**config.mk**
```make
export PLATFORM = sky130hd
export DESIGN_NAME = dual_cmp_timer
export DESIGN_NICKNAME = d
export VERILOG_FILES = /design/src/rtl/dct_pkg.sv /design/src/rtl/dct_regs.sv /design/src/rtl/dct_count.sv /design/src/rtl/dct_outstage.sv /design/src/rtl/dual_cmp_timer.sv
export SDC_FILE = /design/constraint.sdc
export NUM_CORES = 1
export LEC_CHECK = 0
export ABC_AREA = 1
export BUFFER_PORTS_ARGS = -buffer_cell sky130_fd_sc_hd__buf_2
export CAP_MARGIN = 20
export CORE_MARGIN = 2
export CORE_UTILIZATION = 35
export CTS_CLUSTER_SIZE = 28
export DETAILED_ROUTE_END_ITERATION = 6
export PLACE_DENSITY = 0.5
export SLEW_MARGIN = 20
export SYNTH_ARGS = -nofsm -noshare
export SYNTH_HDL_FRONTEND = slang
export SYNTH_SLANG_ARGS = --single-unit
```
**constraint.sdc**
```tcl
create_clock -name clk -period 4.6 [get_ports clk]
set_clock_uncertainty 0.05 [all_clocks]
set_input_delay 1.15 -clock clk [delete_from_list [all_inputs] [get_ports clk]]
set_output_delay 1.15 -clock clk [all_outputs]
set_load 0.03 [all_outputs]
```
**src/rtl/dct_pkg.sv**
```systemverilog
package dct_pkg;

  typedef enum logic [2:0] {
    OM_DUTY   = 3'b010,
    OM_MANCH  = 3'b011,
    OM_BIPH   = 3'b100,
    OM_PWM    = 3'b101,
    OM_PULSE  = 3'b110,
    OM_TOGGLE = 3'b111
  } omode_e;

  localparam int A_CTRL   = 0;
  localparam int A_OMODE  = 1;
  localparam int A_DUTY   = 2;
  localparam int A_CMP4   = 3;
  localparam int A_CMP8LO = 4;
  localparam int A_CMP8HI = 5;

  // last divider state for a duty code: 11->0, 10->1, 01->2, 00->3
  function automatic logic [1:0] dcg_last(input logic [1:0] code);
    return 2'd3 - code;
  endfunction

  // modes in which the counter runs to full count instead of reloading
  function automatic logic is_free_run(input omode_e m);
    return (m == OM_PWM) || (m == OM_PULSE);
  endfunction

endpackage

```
**src/rtl/dct_regs.sv**
```systemverilog
module dct_regs
  import dct_pkg::*;
#(
  parameter int DW = 4,
  parameter int AW = 3
) (
  input  logic            clk,
  input  logic            rst_n,
  input  logic            wr_en,
  input  logic [AW-1:0]   wr_addr,
  input  logic [DW-1:0]   wr_data,
  output logic            run,
  output logic            preset,
  output logic            cascade,
  output omode_e          omode,
  output logic [1:0]      duty,
  output logic [DW-1:0]   cmp_pre,
  output logic [2*DW-1:0] cmp_main
);
  localparam int MW = 2 * DW;

  logic [2:0]    ctrl_q;     // {halt, preset, chained}
  logic [2:0]    mode_q;
  logic [1:0]    duty_q;
  logic [DW-1:0] pre_q;
  logic [DW-1:0] lo_stage_q;
  logic [MW-1:0] main_q;
  logic          hit_lo;

  assign hit_lo = wr_en && (wr_addr == AW'(A_CMP8LO));

  always_ff @(posedge clk or negedge rst_n) begin
    if (!rst_n) begin
      ctrl_q     <= '1;
      mode_q     <= '1;
      duty_q     <= '1;
      pre_q      <= '1;
      lo_stage_q <= '1;
      main_q     <= '1;
    end else if (wr_en) begin
      case (wr_addr)
        AW'(A_CTRL):   ctrl_q     <= {wr_data[3:2], wr_data[0]};
        AW'(A_OMODE):  mode_q     <= wr_data[2:0];
        AW'(A_DUTY):   duty_q     <= wr_data[1:0];
        AW'(A_CMP4):   pre_q      <= wr_data;
        AW'(A_CMP8LO): lo_stage_q <= wr_data;
        AW'(A_CMP8HI): main_q     <= {wr_data, lo_stage_q};
        default: ;
      endcase
    end
  end

  assign run      = !ctrl_q[2];
  assign preset   = ctrl_q[1];
  assign cascade  = ctrl_q[0];
  assign omode    = omode_e'(mode_q);
  assign duty     = duty_q;
  assign cmp_pre  = pre_q;
  assign cmp_main = main_q;

  // staging the low nibble never disturbs the live compare value
  assert_lo_staged_only_R12: assert property (@(posedge clk) disable iff (!rst_n)
    hit_lo |=> $stable(cmp_main));

endmodule

```
**src/rtl/dct_count.sv**
```systemverilog
module dct_count
  import dct_pkg::*;
#(
  parameter int PW = 4,
  parameter int MW = 8
) (
  input  logic          clk,
  input  logic          rst_n,
  input  logic          run,
  input  logic          cascade,
  input  logic          free_run,
  input  logic [1:0]    duty,
  input  logic [PW-1:0] cmp_pre,
  input  logic [MW-1:0] cmp_main,
  output logic          ev_match,
  output logic          ev_ovf,
  output logic          dcg_level
);
  localparam int FW = PW + MW;

  logic [PW-1:0] cnt_pre_q;
  logic [MW-1:0] cnt_main_q;
  logic [1:0]    dcnt_q;
  logic [FW-1:0] cmp_act_q;
  logic [FW-1:0] cnt_full, cmp_static, cmp_use, cnt_top, cnt_next;
  logic          pre_hit, dcg_wrap, ev_adv, reload;

  assign cnt_full   = cascade ? {cnt_main_q, cnt_pre_q} : FW'(cnt_main_q);
  assign cmp_static = cascade ? {cmp_main, cmp_pre} : FW'(cmp_main);
  assign cmp_use    = free_run ? cmp_act_q : cmp_static;
  assign cnt_top    = cascade ? {FW{1'b1}} : FW'({MW{1'b1}});

  assign pre_hit  = (cnt_pre_q == cmp_pre);
  assign dcg_wrap = (dcnt_q == dcg_last(duty));
  assign ev_adv   = run && (cascade || (pre_hit && dcg_wrap));
  assign ev_match = ev_adv && (cnt_full == cmp_use);
  assign ev_ovf   = ev_adv && (cnt_full == cnt_top);
  assign reload   = ev_match && !free_run;
  assign cnt_next = reload ? '0 : cnt_full + 1'b1;

  assign dcg_level = (dcnt_q == 2'd0);

  always_ff @(posedge clk or negedge rst_n) begin
    if (!rst_n) begin
      cnt_pre_q  <= '0;
      cnt_main_q <= '0;
      dcnt_q     <= '0;
      cmp_act_q  <= '1;
    end else if (!run) begin
      cnt_pre_q  <= '0;
      cnt_main_q <= '0;
      dcnt_q     <= '0;
      cmp_act_q  <= cmp_static;
    end else begin
      if (ev_ovf) cmp_act_q <= cmp_static;
      if (cascade) begin
        {cnt_main_q, cnt_pre_q} <= cnt_next;
      end else begin
        cnt_pre_q <= pre_hit ? '0 : cnt_pre_q + 1'b1;
        if (pre_hit) dcnt_q <= dcg_wrap ? 2'd0 : dcnt_q + 2'd1;
        if (ev_adv) cnt_main_q <= cnt_next[MW-1:0];
      end
    end
  end

  // a halted timer holds both stages at zero
  assert_halt_clears_R2: assert property (@(posedge clk) disable iff (!rst_n)
    !run |=> (cnt_pre_q == '0) && (cnt_main_q == '0));

  // a reloading match restarts the count from zero
  assert_match_reload_R3: assert property (@(posedge clk) disable iff (!rst_n)
    (ev_match && !free_run && cascade) |=> ({cnt_main_q, cnt_pre_q} == '0));

  // the divider never passes the last state of its ratio
  assert_dcg_span_R5: assert property (@(posedge clk) disable iff (!rst_n)
    run |-> (dcnt_q <= dcg_last(duty)));

endmodule

```
**src/rtl/dct_outstage.sv**
```systemverilog
module dct_outstage
  import dct_pkg::*;
(
  input  logic   clk,
  input  logic   rst_n,
  input  logic   run,
  input  logic   preset,
  input  omode_e omode,
  input  logic   ser_data,
  input  logic   ev_match,
  input  logic   ev_ovf,
  input  logic   dcg_level,
  output logic   tmr_out,
  output logic   tog_strobe,
  output logic   irq
);
  logic m_q, half_q, irq_q, tog_q, free_ev;

  assign free_ev = ev_ovf && is_free_run(omode);

  always_ff @(posedge clk or negedge rst_n) begin
    if (!rst_n) begin
      m_q    <= 1'b1;
      half_q <= 1'b0;
      irq_q  <= 1'b0;
      tog_q  <= 1'b0;
    end else begin
      irq_q <= ev_match;
      tog_q <= ev_match || free_ev;
      if (!run) begin
        m_q    <= preset;
        half_q <= 1'b0;
      end else begin
        case (omode)
          OM_PULSE: if (ev_match ^ ev_ovf) m_q <= !m_q;
          OM_PWM: begin
            if (ev_ovf)        m_q <= 1'b1;
            else if (ev_match) m_q <= 1'b0;
          end
          OM_BIPH: if (ev_match) begin
            half_q <= !half_q;
            if (!half_q || ser_data) m_q <= !m_q;
          end
          OM_MANCH: if (ev_match) begin
            half_q <= !half_q;
            m_q    <= half_q ? !m_q : ser_data;
          end
          default: if (ev_match) m_q <= !m_q;
        endcase
      end
    end
  end

  assign tmr_out    = (omode == OM_DUTY) ? (m_q && dcg_level) : m_q;
  assign tog_strobe = tog_q;
  assign irq        = irq_q;

  // every match is reported on the next cycle
  assert_irq_after_match_R6: assert property (@(posedge clk) disable iff (!rst_n)
    ev_match |=> irq);

  // overflow in PWM mode leaves the output high
  assert_pwm_set_R8: assert property (@(posedge clk) disable iff (!rst_n)
    (run && omode == OM_PWM && ev_ovf) |=> (m_q || !run));

  // a halted timer loads the preset level
  assert_preset_R11: assert property (@(posedge clk) disable iff (!rst_n)
    !run |=> (m_q == $past(preset)));

endmodule

```
**src/rtl/dual_cmp_timer.sv**
```systemverilog
module dual_cmp_timer
  import dct_pkg::*;
#(
  parameter int DW = 4,
  parameter int AW = 3
) (
  input  logic          clk,
  input  logic          rst_n,
  input  logic          wr_en,
  input  logic [AW-1:0] wr_addr,
  input  logic [DW-1:0] wr_data,
  input  logic          ser_data,
  output logic          tmr_out,
  output logic          tog_strobe,
  output logic          irq
);
  localparam int MW = 2 * DW;

  logic          run, preset, cascade, free_run;
  omode_e        omode;
  logic [1:0]    duty;
  logic [DW-1:0] cmp_pre;
  logic [MW-1:0] cmp_main;
  logic          ev_match, ev_ovf, dcg_level;

  assign free_run = is_free_run(omode);

  dct_regs #(.DW(DW), .AW(AW)) u_regs (
    .clk(clk), .rst_n(rst_n), .wr_en(wr_en), .wr_addr(wr_addr), .wr_data(wr_data),
    .run(run), .preset(preset), .cascade(cascade), .omode(omode), .duty(duty),
    .cmp_pre(cmp_pre), .cmp_main(cmp_main)
  );

  dct_count #(.PW(DW), .MW(MW)) u_count (
    .clk(clk), .rst_n(rst_n), .run(run), .cascade(cascade), .free_run(free_run),
    .duty(duty), .cmp_pre(cmp_pre), .cmp_main(cmp_main),
    .ev_match(ev_match), .ev_ovf(ev_ovf), .dcg_level(dcg_level)
  );

  dct_outstage u_out (
    .clk(clk), .rst_n(rst_n), .run(run), .preset(preset), .omode(omode),
    .ser_data(ser_data), .ev_match(ev_match), .ev_ovf(ev_ovf), .dcg_level(dcg_level),
    .tmr_out(tmr_out), .tog_strobe(tog_strobe), .irq(irq)
  );

  // a halted timer raises no interrupt
  assert_no_irq_halted_R2: assert property (@(posedge clk) disable iff (!rst_n)
    (!run && !$past(run)) |-> !ev_match);

endmodule

```
-- Word-level counts from Yosys, hierarchy flattened
Index checks and enable logic that the tools add are counted.
- bitwise gates (word level): 1
- multiplexer cells: 31
- $add $sub $neg: 4
- equality and inequality tests: 20
- reductions and logical operators: 33
- operator list (operator ; number):
    $mux W12 ; 7
    $eq A12 B12 Y1 ; 2
    $mux W8 ; 3
    $reduce_and A2 Y1 ; 8
    $eq A3 B3 Y1 const B ; 5
    $mux W1 ; 13
    $add A12 B1 Y12 const B ; 1
    $eq A3 B2 Y1 const B ; 4
    $mux W4 ; 3
    $mux W2 ; 4
    $reduce_bool A2 Y1 ; 4
    $logic_and A1 B1 Y1 ; 7
    $ne A3 B3 Y1 const B ; 2
    $reduce_and A6 Y1 ; 1
    $add A4 B1 Y4 const B ; 1
    $eq A4 B4 Y1 ; 1
    $logic_not A1 Y1 ; 4
    $logic_or A1 B1 Y1 ; 4
    $ne A4 B1 Y1 const B ; 1
    $pmux W1 S4 ; 1
    $reduce_bool A4 Y1 ; 1
    $eq A3 B1 Y1 const B ; 1
    $logic_not A3 Y1 ; 1
    $ne A3 B1 Y1 const B ; 1
    9 further kinds ; 9
- word-level logic and storage cells: 103
- register bits after elaboration: 54
- input port bits: 11
- output and inout port bits: 3

-- Logic depth before layout (Yosys ltp)
- depth in word-level cells: 11
- gate-level depth with buffers: 19
- depth with buffers taken out: 18

-- By module
From an unflattened synthesis, not the netlist that was laid out.
- cells, all modules: 556
- area total of the unflattened synthesis: 3724.8 um^2
- by module, submodules not included (module ; sequential area each (um^2) ; area each (um^2) ; instances ; cells an instance):
    dct_count ; 665.6 ; 2382.3 ; 1 ; 385
    dct_regs ; 630.6 ; 1031.0 ; 1 ; 117
    dct_outstage ; 101.3 ; 296.5 ; 1 ; 50
    dual_cmp_timer ; 0.0 ; 15.0 ; 1 ; 4

-- Least setup slack after synthesis
No wires, ideal clock.
- path kind: register to register
- start point: register u_regs.ctrl_q[0]
- end point: register u_out.m_q
- setup slack: 1.977 ns
- stages on the path, launching flop included: 17
- period minus slack after synthesis: 2.623 ns
- library setup time: 0.076 ns
- required time: 4.474 ns
- buffers on the path: 2
- arrival: 2.498 ns
- cell sequence: dfstp_2 -> buf_6 -> buf_6 -> nand2_1 -> o21ai_1 -> ha_1 -> inv_1 -> nor2_1 -> nand2_1 -> nor3_2 -> inv_1 -> ha_1 -> nor3_1 -> a221oi_1 -> nand2_1 -> nand2_1 -> nand2_1
- longest elaborated chain between the ends: 7
- elaborated cells on any way between the ends: 20
- those cells by class: eq/ne: 6; mux: 7; bitwise: 1; reduce/logical: 6
- ends and longest elaborated chain (what ; RTL line ; source):
    start: declaration ; dct_regs.sv:22 ; logic [2:0] ctrl_q;
    start signal: assignment ; dct_regs.sv:42 ; AW'(A_CTRL): ctrl_q <= {wr_data[3:2], wr_data[0]};
    $mux W12 ; dct_count.sv:29 ; assign cmp_static = cascade ? {cmp_main, cmp_pre} : FW'(cmp_main);
    $mux W12 ; dct_count.sv:30 ; assign cmp_use = free_run ? cmp_act_q : cmp_static;
    $eq A12 B12 Y1 ; dct_count.sv:36 ; assign ev_match = ev_adv && (cnt_full == cmp_use);
    $logic_and A1 B1 Y1 ; dct_count.sv:36 ;
    $xor A1 B1 Y1 ; dct_outstage.sv:35 ; OM_PULSE: if (ev_match ^ ev_ovf) m_q <= !m_q;
    $ne A3 B1 Y1 (no source line) ; -- ;
    $reduce_and A6 Y1 (no source line) ; -- ;
    end signal: assignment ; dct_outstage.sv:35 ;
    end signal: assignment ; dct_outstage.sv:42 ; if (!half_q || ser_data) m_q <= !m_q;
    end signal: assignment ; dct_outstage.sv:46 ; m_q <= half_q ? !m_q : ser_data;
    end: declaration ; dct_outstage.sv:17 ; logic m_q, half_q, irq_q, tog_q, free_ev;
Several ways; a longest one is shown, not always the timed one.
A chain may end at the register's enable or synchronous reset.

-- Final worst setup path
Same ends and word-level chain as after synthesis.

==> qor.csv <==
stage,metric,value,unit
sta,layout_min_cycle_time,3.55,ns
sta,hold_violations,0,
cts,cts_buffers,5,
global_routing,grt_pass1_wl,15.9,mm
drt,vias_per_cell,4.91,
cts,cts_tree,yes,
run,maxCapViolCount,0,
power,internal-power,1090,uW
global_routing,grt_pass1_vias,3047,
worst_setup_path,worstPathArrival,3.76,ns
logic_synthesis,ys_types,37,
sta,fmax,0.282,GHz
worst_setup_path,worstSetupPathType,register to register,
power,seqPwrFrac,42.1,%
logic_synthesis,syn_area,3580,um^2
sta,slew_viol_final,0,
worst_setup_path,cp-startpoint,u_regs.ctrl_q[0]$_DFFE_PN1P_,
logic_synthesis,syn_area_per_cell,6.99,um^2
sta,fin_setup_tns,0,ns
cts,cts_resized,0,
global_routing,grtUsageTotal,18.1,%
worst_setup_path,cp-start-kind,register,
logic_synthesis,synth.yosys.seq_area_share,39.1,%
drt,drt_first_iter_violations,162,
sta,period_share,77.1,%
cts,root_buffer,clkbuf_8,
worst_setup_path,critPathCaptureType,register,
worst_hold_path,hold_path.class,register to register,
global_routing,antenna_found_initial,0,
logic_synthesis,ys_warn_count,0,
cts,cts_setup_buffers,0,
global_routing,grt_overflow_total,0,
drt,vias,3218,
floorplanning,fp-row-count,36,
placement,gp_congestion,0.884,
placement,port_buffers,13,
finish,area_delta_synth_final,6.89,%
drt,wl_per_cell,14.3,um
logic_synthesis,synth_ff_type,dfstp_2,
cts,clock_sinks,54,
logic_synthesis,yosys_register_bits,54,
drt,drc,0,
finish,antennaDiodeCount,0,
logic_synthesis,synth_edf_count,0,
finish,drive_gt1_share,15.7,%
floorplanning,die_x,105,um
finish,layout_common_cells,"176 x nand2_1, 61 x inv_1, 46 x nand3_1",
drt,first_pass_iters,5,
worst_setup_path,path_cells,"inv_2, nor2_1, inv_1, o21ai_1, nand2_1, nor2_2, nand2_1, ha_1, nor3_1, a221oi_1, nand2_1, nand2_1, nand2_1",
floorplanning,die-area,11000,um^2
finish,layout.nets,536,
worst_hold_path,holdCritStartpoint,u_count.cmp_act_q[11]$_DFFE_PN1P_,
cts,path_clk_slew,0.11,ns
power,combPwrFrac,42.3,%
sta,grt_setup_unrepaired,no,
worst_setup_path,cpPeakStageDelay,1.05,ns
logic_synthesis,async_flop_share,100,%
worst_setup_path,worst_path_most_repeated_cell,nand2_1,
sta,setup_violations,0,
cts,htreeDepth,2,
worst_setup_path,cp_max_fo,43,
worst_setup_path,worst_path_max_delay_cell,dfstp_2,
floorplanning,start_util,36.3,%
cts,cts-hold-fix-buffers,0,
worst_setup_path,r2r-start,u_regs.ctrl_q[0]$_DFFE_PN1P_,
logic_synthesis,synth_fp_nets,527,
floorplanning,fp.dieH,105,um
power,p_per_area,516,nW/um^2
drt,ant_nets,0,
power,p_leak,0.00186,uW
cts,clock_path_buffers,2,
power,pwr-share-clk,15.6,%
power,p_sw_share,44.7,%
power,vdd_drop_max,0.240,mV
sta,relSlewSlack,48.8,%
finish,nFillCells,1073,
cts,clk_latency,0.32,ns
run_status,status,finished clean,
drt,wirelength,9.38,mm
logic_synthesis,synthCells,512,
global_routing,grt_max_degree,44,
finish,layout_commonest_cell,nand2_1,
placement,dp_hpwl,7.24,mm
power,switching_power,882,uW
floorplanning,coreArea,9860,um^2
sta,worst_pin_slew,0.768,ns
worst_setup_path,crit_required,4.81,ns
floorplanning,io-pin-count,14,
sta,worst_hold_slack,0.430,ns
-- per-stage QoR --
stage	area [um^2]	util (%)	instances	setup WS (ns)	total power, uW
2_1_floorplan	3580	-	512	1.98	1450
3_3_place_gp	3720	37.8	647	1.26	1680
3_5_place_dp	3720	37.8	647	1.08	1670
4_1_cts	3820	38.8	655	1.06	1980
5_1_grt	3820	38.8	655	0.682	2160
6_report	3820	38.8	655	1.05	1970
-- layout make-up --
| class | instances | area, um^2 | area share [%] |
|---|---|---|---|
| multi-input cells | 380 | 1840 | 48.0 |
| inverters | 65 | 245 | 6.41 |
| well taps | 133 | 166 | 4.35 |
| clock inverters | 2 | 17.5 | 0.458 |
| clock buffers | 6 | 82.6 | 2.16 |
| flip-flops and latches | 54 | 1400 | 36.5 |
| repair buffers | 15 | 80.1 | 2.09 |
-- flip-flops by register name, indices dropped and copies added, names as in the netlist --
name	count
u_out.m_q	1
u_regs.lo_stage_q	4
u_count.cmp_act_q	12
u_regs.cmp_pre	4
u_regs.omode	3
u_out.irq	1
u_regs.ctrl_q	3
u_count.dcnt_q	2
u_regs.cmp_main	8
u_out.half_q	1
u_count.cnt_main_q	8
u_out.tog_strobe	1
u_count.cnt_pre_q	4
u_regs.duty	2
-- critical path, delay by kind of cell (launching register included) --
kind | cells | cell delay [ns]
buffers and inverters | 2 | 0.46
adder cells (fa/ha/maj) | 1 | 0.31
AO/OA/AOI/OAI | 2 | 0.63
AND/OR/NAND/NOR | 8 | 0.96
flip-flops | 1 | 1.05
-- synth_stat cells, types with 4 or more instances --
cell type,instances,area share [%]
nand2_1,176,18
inv_1,61,6.4
nand3_1,46,6.4
nor2_1,40,4.2
dfstp_2,37,27
o21ai_0,28,3.9
dfrtp_1,17,12
o21ai_1,15,2.1
xor2_1,13,3.2
nor3_1,10,1.4
a21oi_1,8,1.1
nand4_1,7,1.2
buf_2,5,0.70
a31oi_1,4,0.70
ha_1,4,1.4
nand3_2,4,1.1
-- power groups by stage --
| stage | logic, uW | clock network, uW | registers (uW) |
|---|---|---|---|
| 4_1_cts | 838 | 315 | 832 |
| 3_3_place_gp | 838 | 0 | 837 |
| 6_report | 834 | 308 | 831 |
| 3_5_place_dp | 832 | 0 | 840 |
| 2_1_floorplan | 685 | 0 | 763 |
| 5_1_grt | 968 | 333 | 855 |
-- worst paths after layout --
kind / to / slack (ns) / cells past startpoint
worst max-delay path: u_out.m_q$_DFFE_PN1P_ / 1.05 / 13
worst min-delay path: u_count.cmp_act_q[11]$_DFFE_PN1P_ / 0.43 / 2
worst max register to register: u_out.m_q$_DFFE_PN1P_ / 1.05 / 13
worst min register to register: u_count.cmp_act_q[11]$_DFFE_PN1P_ / 0.43 / 2
max in group asynchronous: u_out.m_q$_DFFE_PN1P_ / 2.93 / 2
min in group asynchronous: u_out.irq$_DFF_PN0_ / 0.73 / 1
-- layer usage --
| layer | vias to the layer above | wire (um) | global-route usage (%) |
|---|---|---|---|
| met5 | - | 0 | 0 |
| met4 | 0 | 25 | 2.29 |
| met3 | 2 | 300 | 2.99 |
| met2 | 50 | 4440 | 30.2 |
| met1 | 1520 | 4610 | 25.3 |
| li1 | 1646 | - | - |
-- cell families (layout without fill, tap and decap cells) --
| logic type | count (synthesis) | in the layout | share of synthesized area (%) |
|---|---|---|---|
| DFF | 54 | 54 | 39.1 |
| and+or+nand+nor | 296 | 296 | 36.0 |
| buffers and inverters | 78 | 88 | 9.65 |
| AOI/OAI and AO/OA | 63 | 63 | 9.55 |
| adders and majority gates | 4 | 4 | 1.40 |
| xor gates and xnor gates | 15 | 15 | 3.67 |
| muxes | 2 | 2 | 0.629 |
Note: power is estimated with default switching activity, not from simulation.
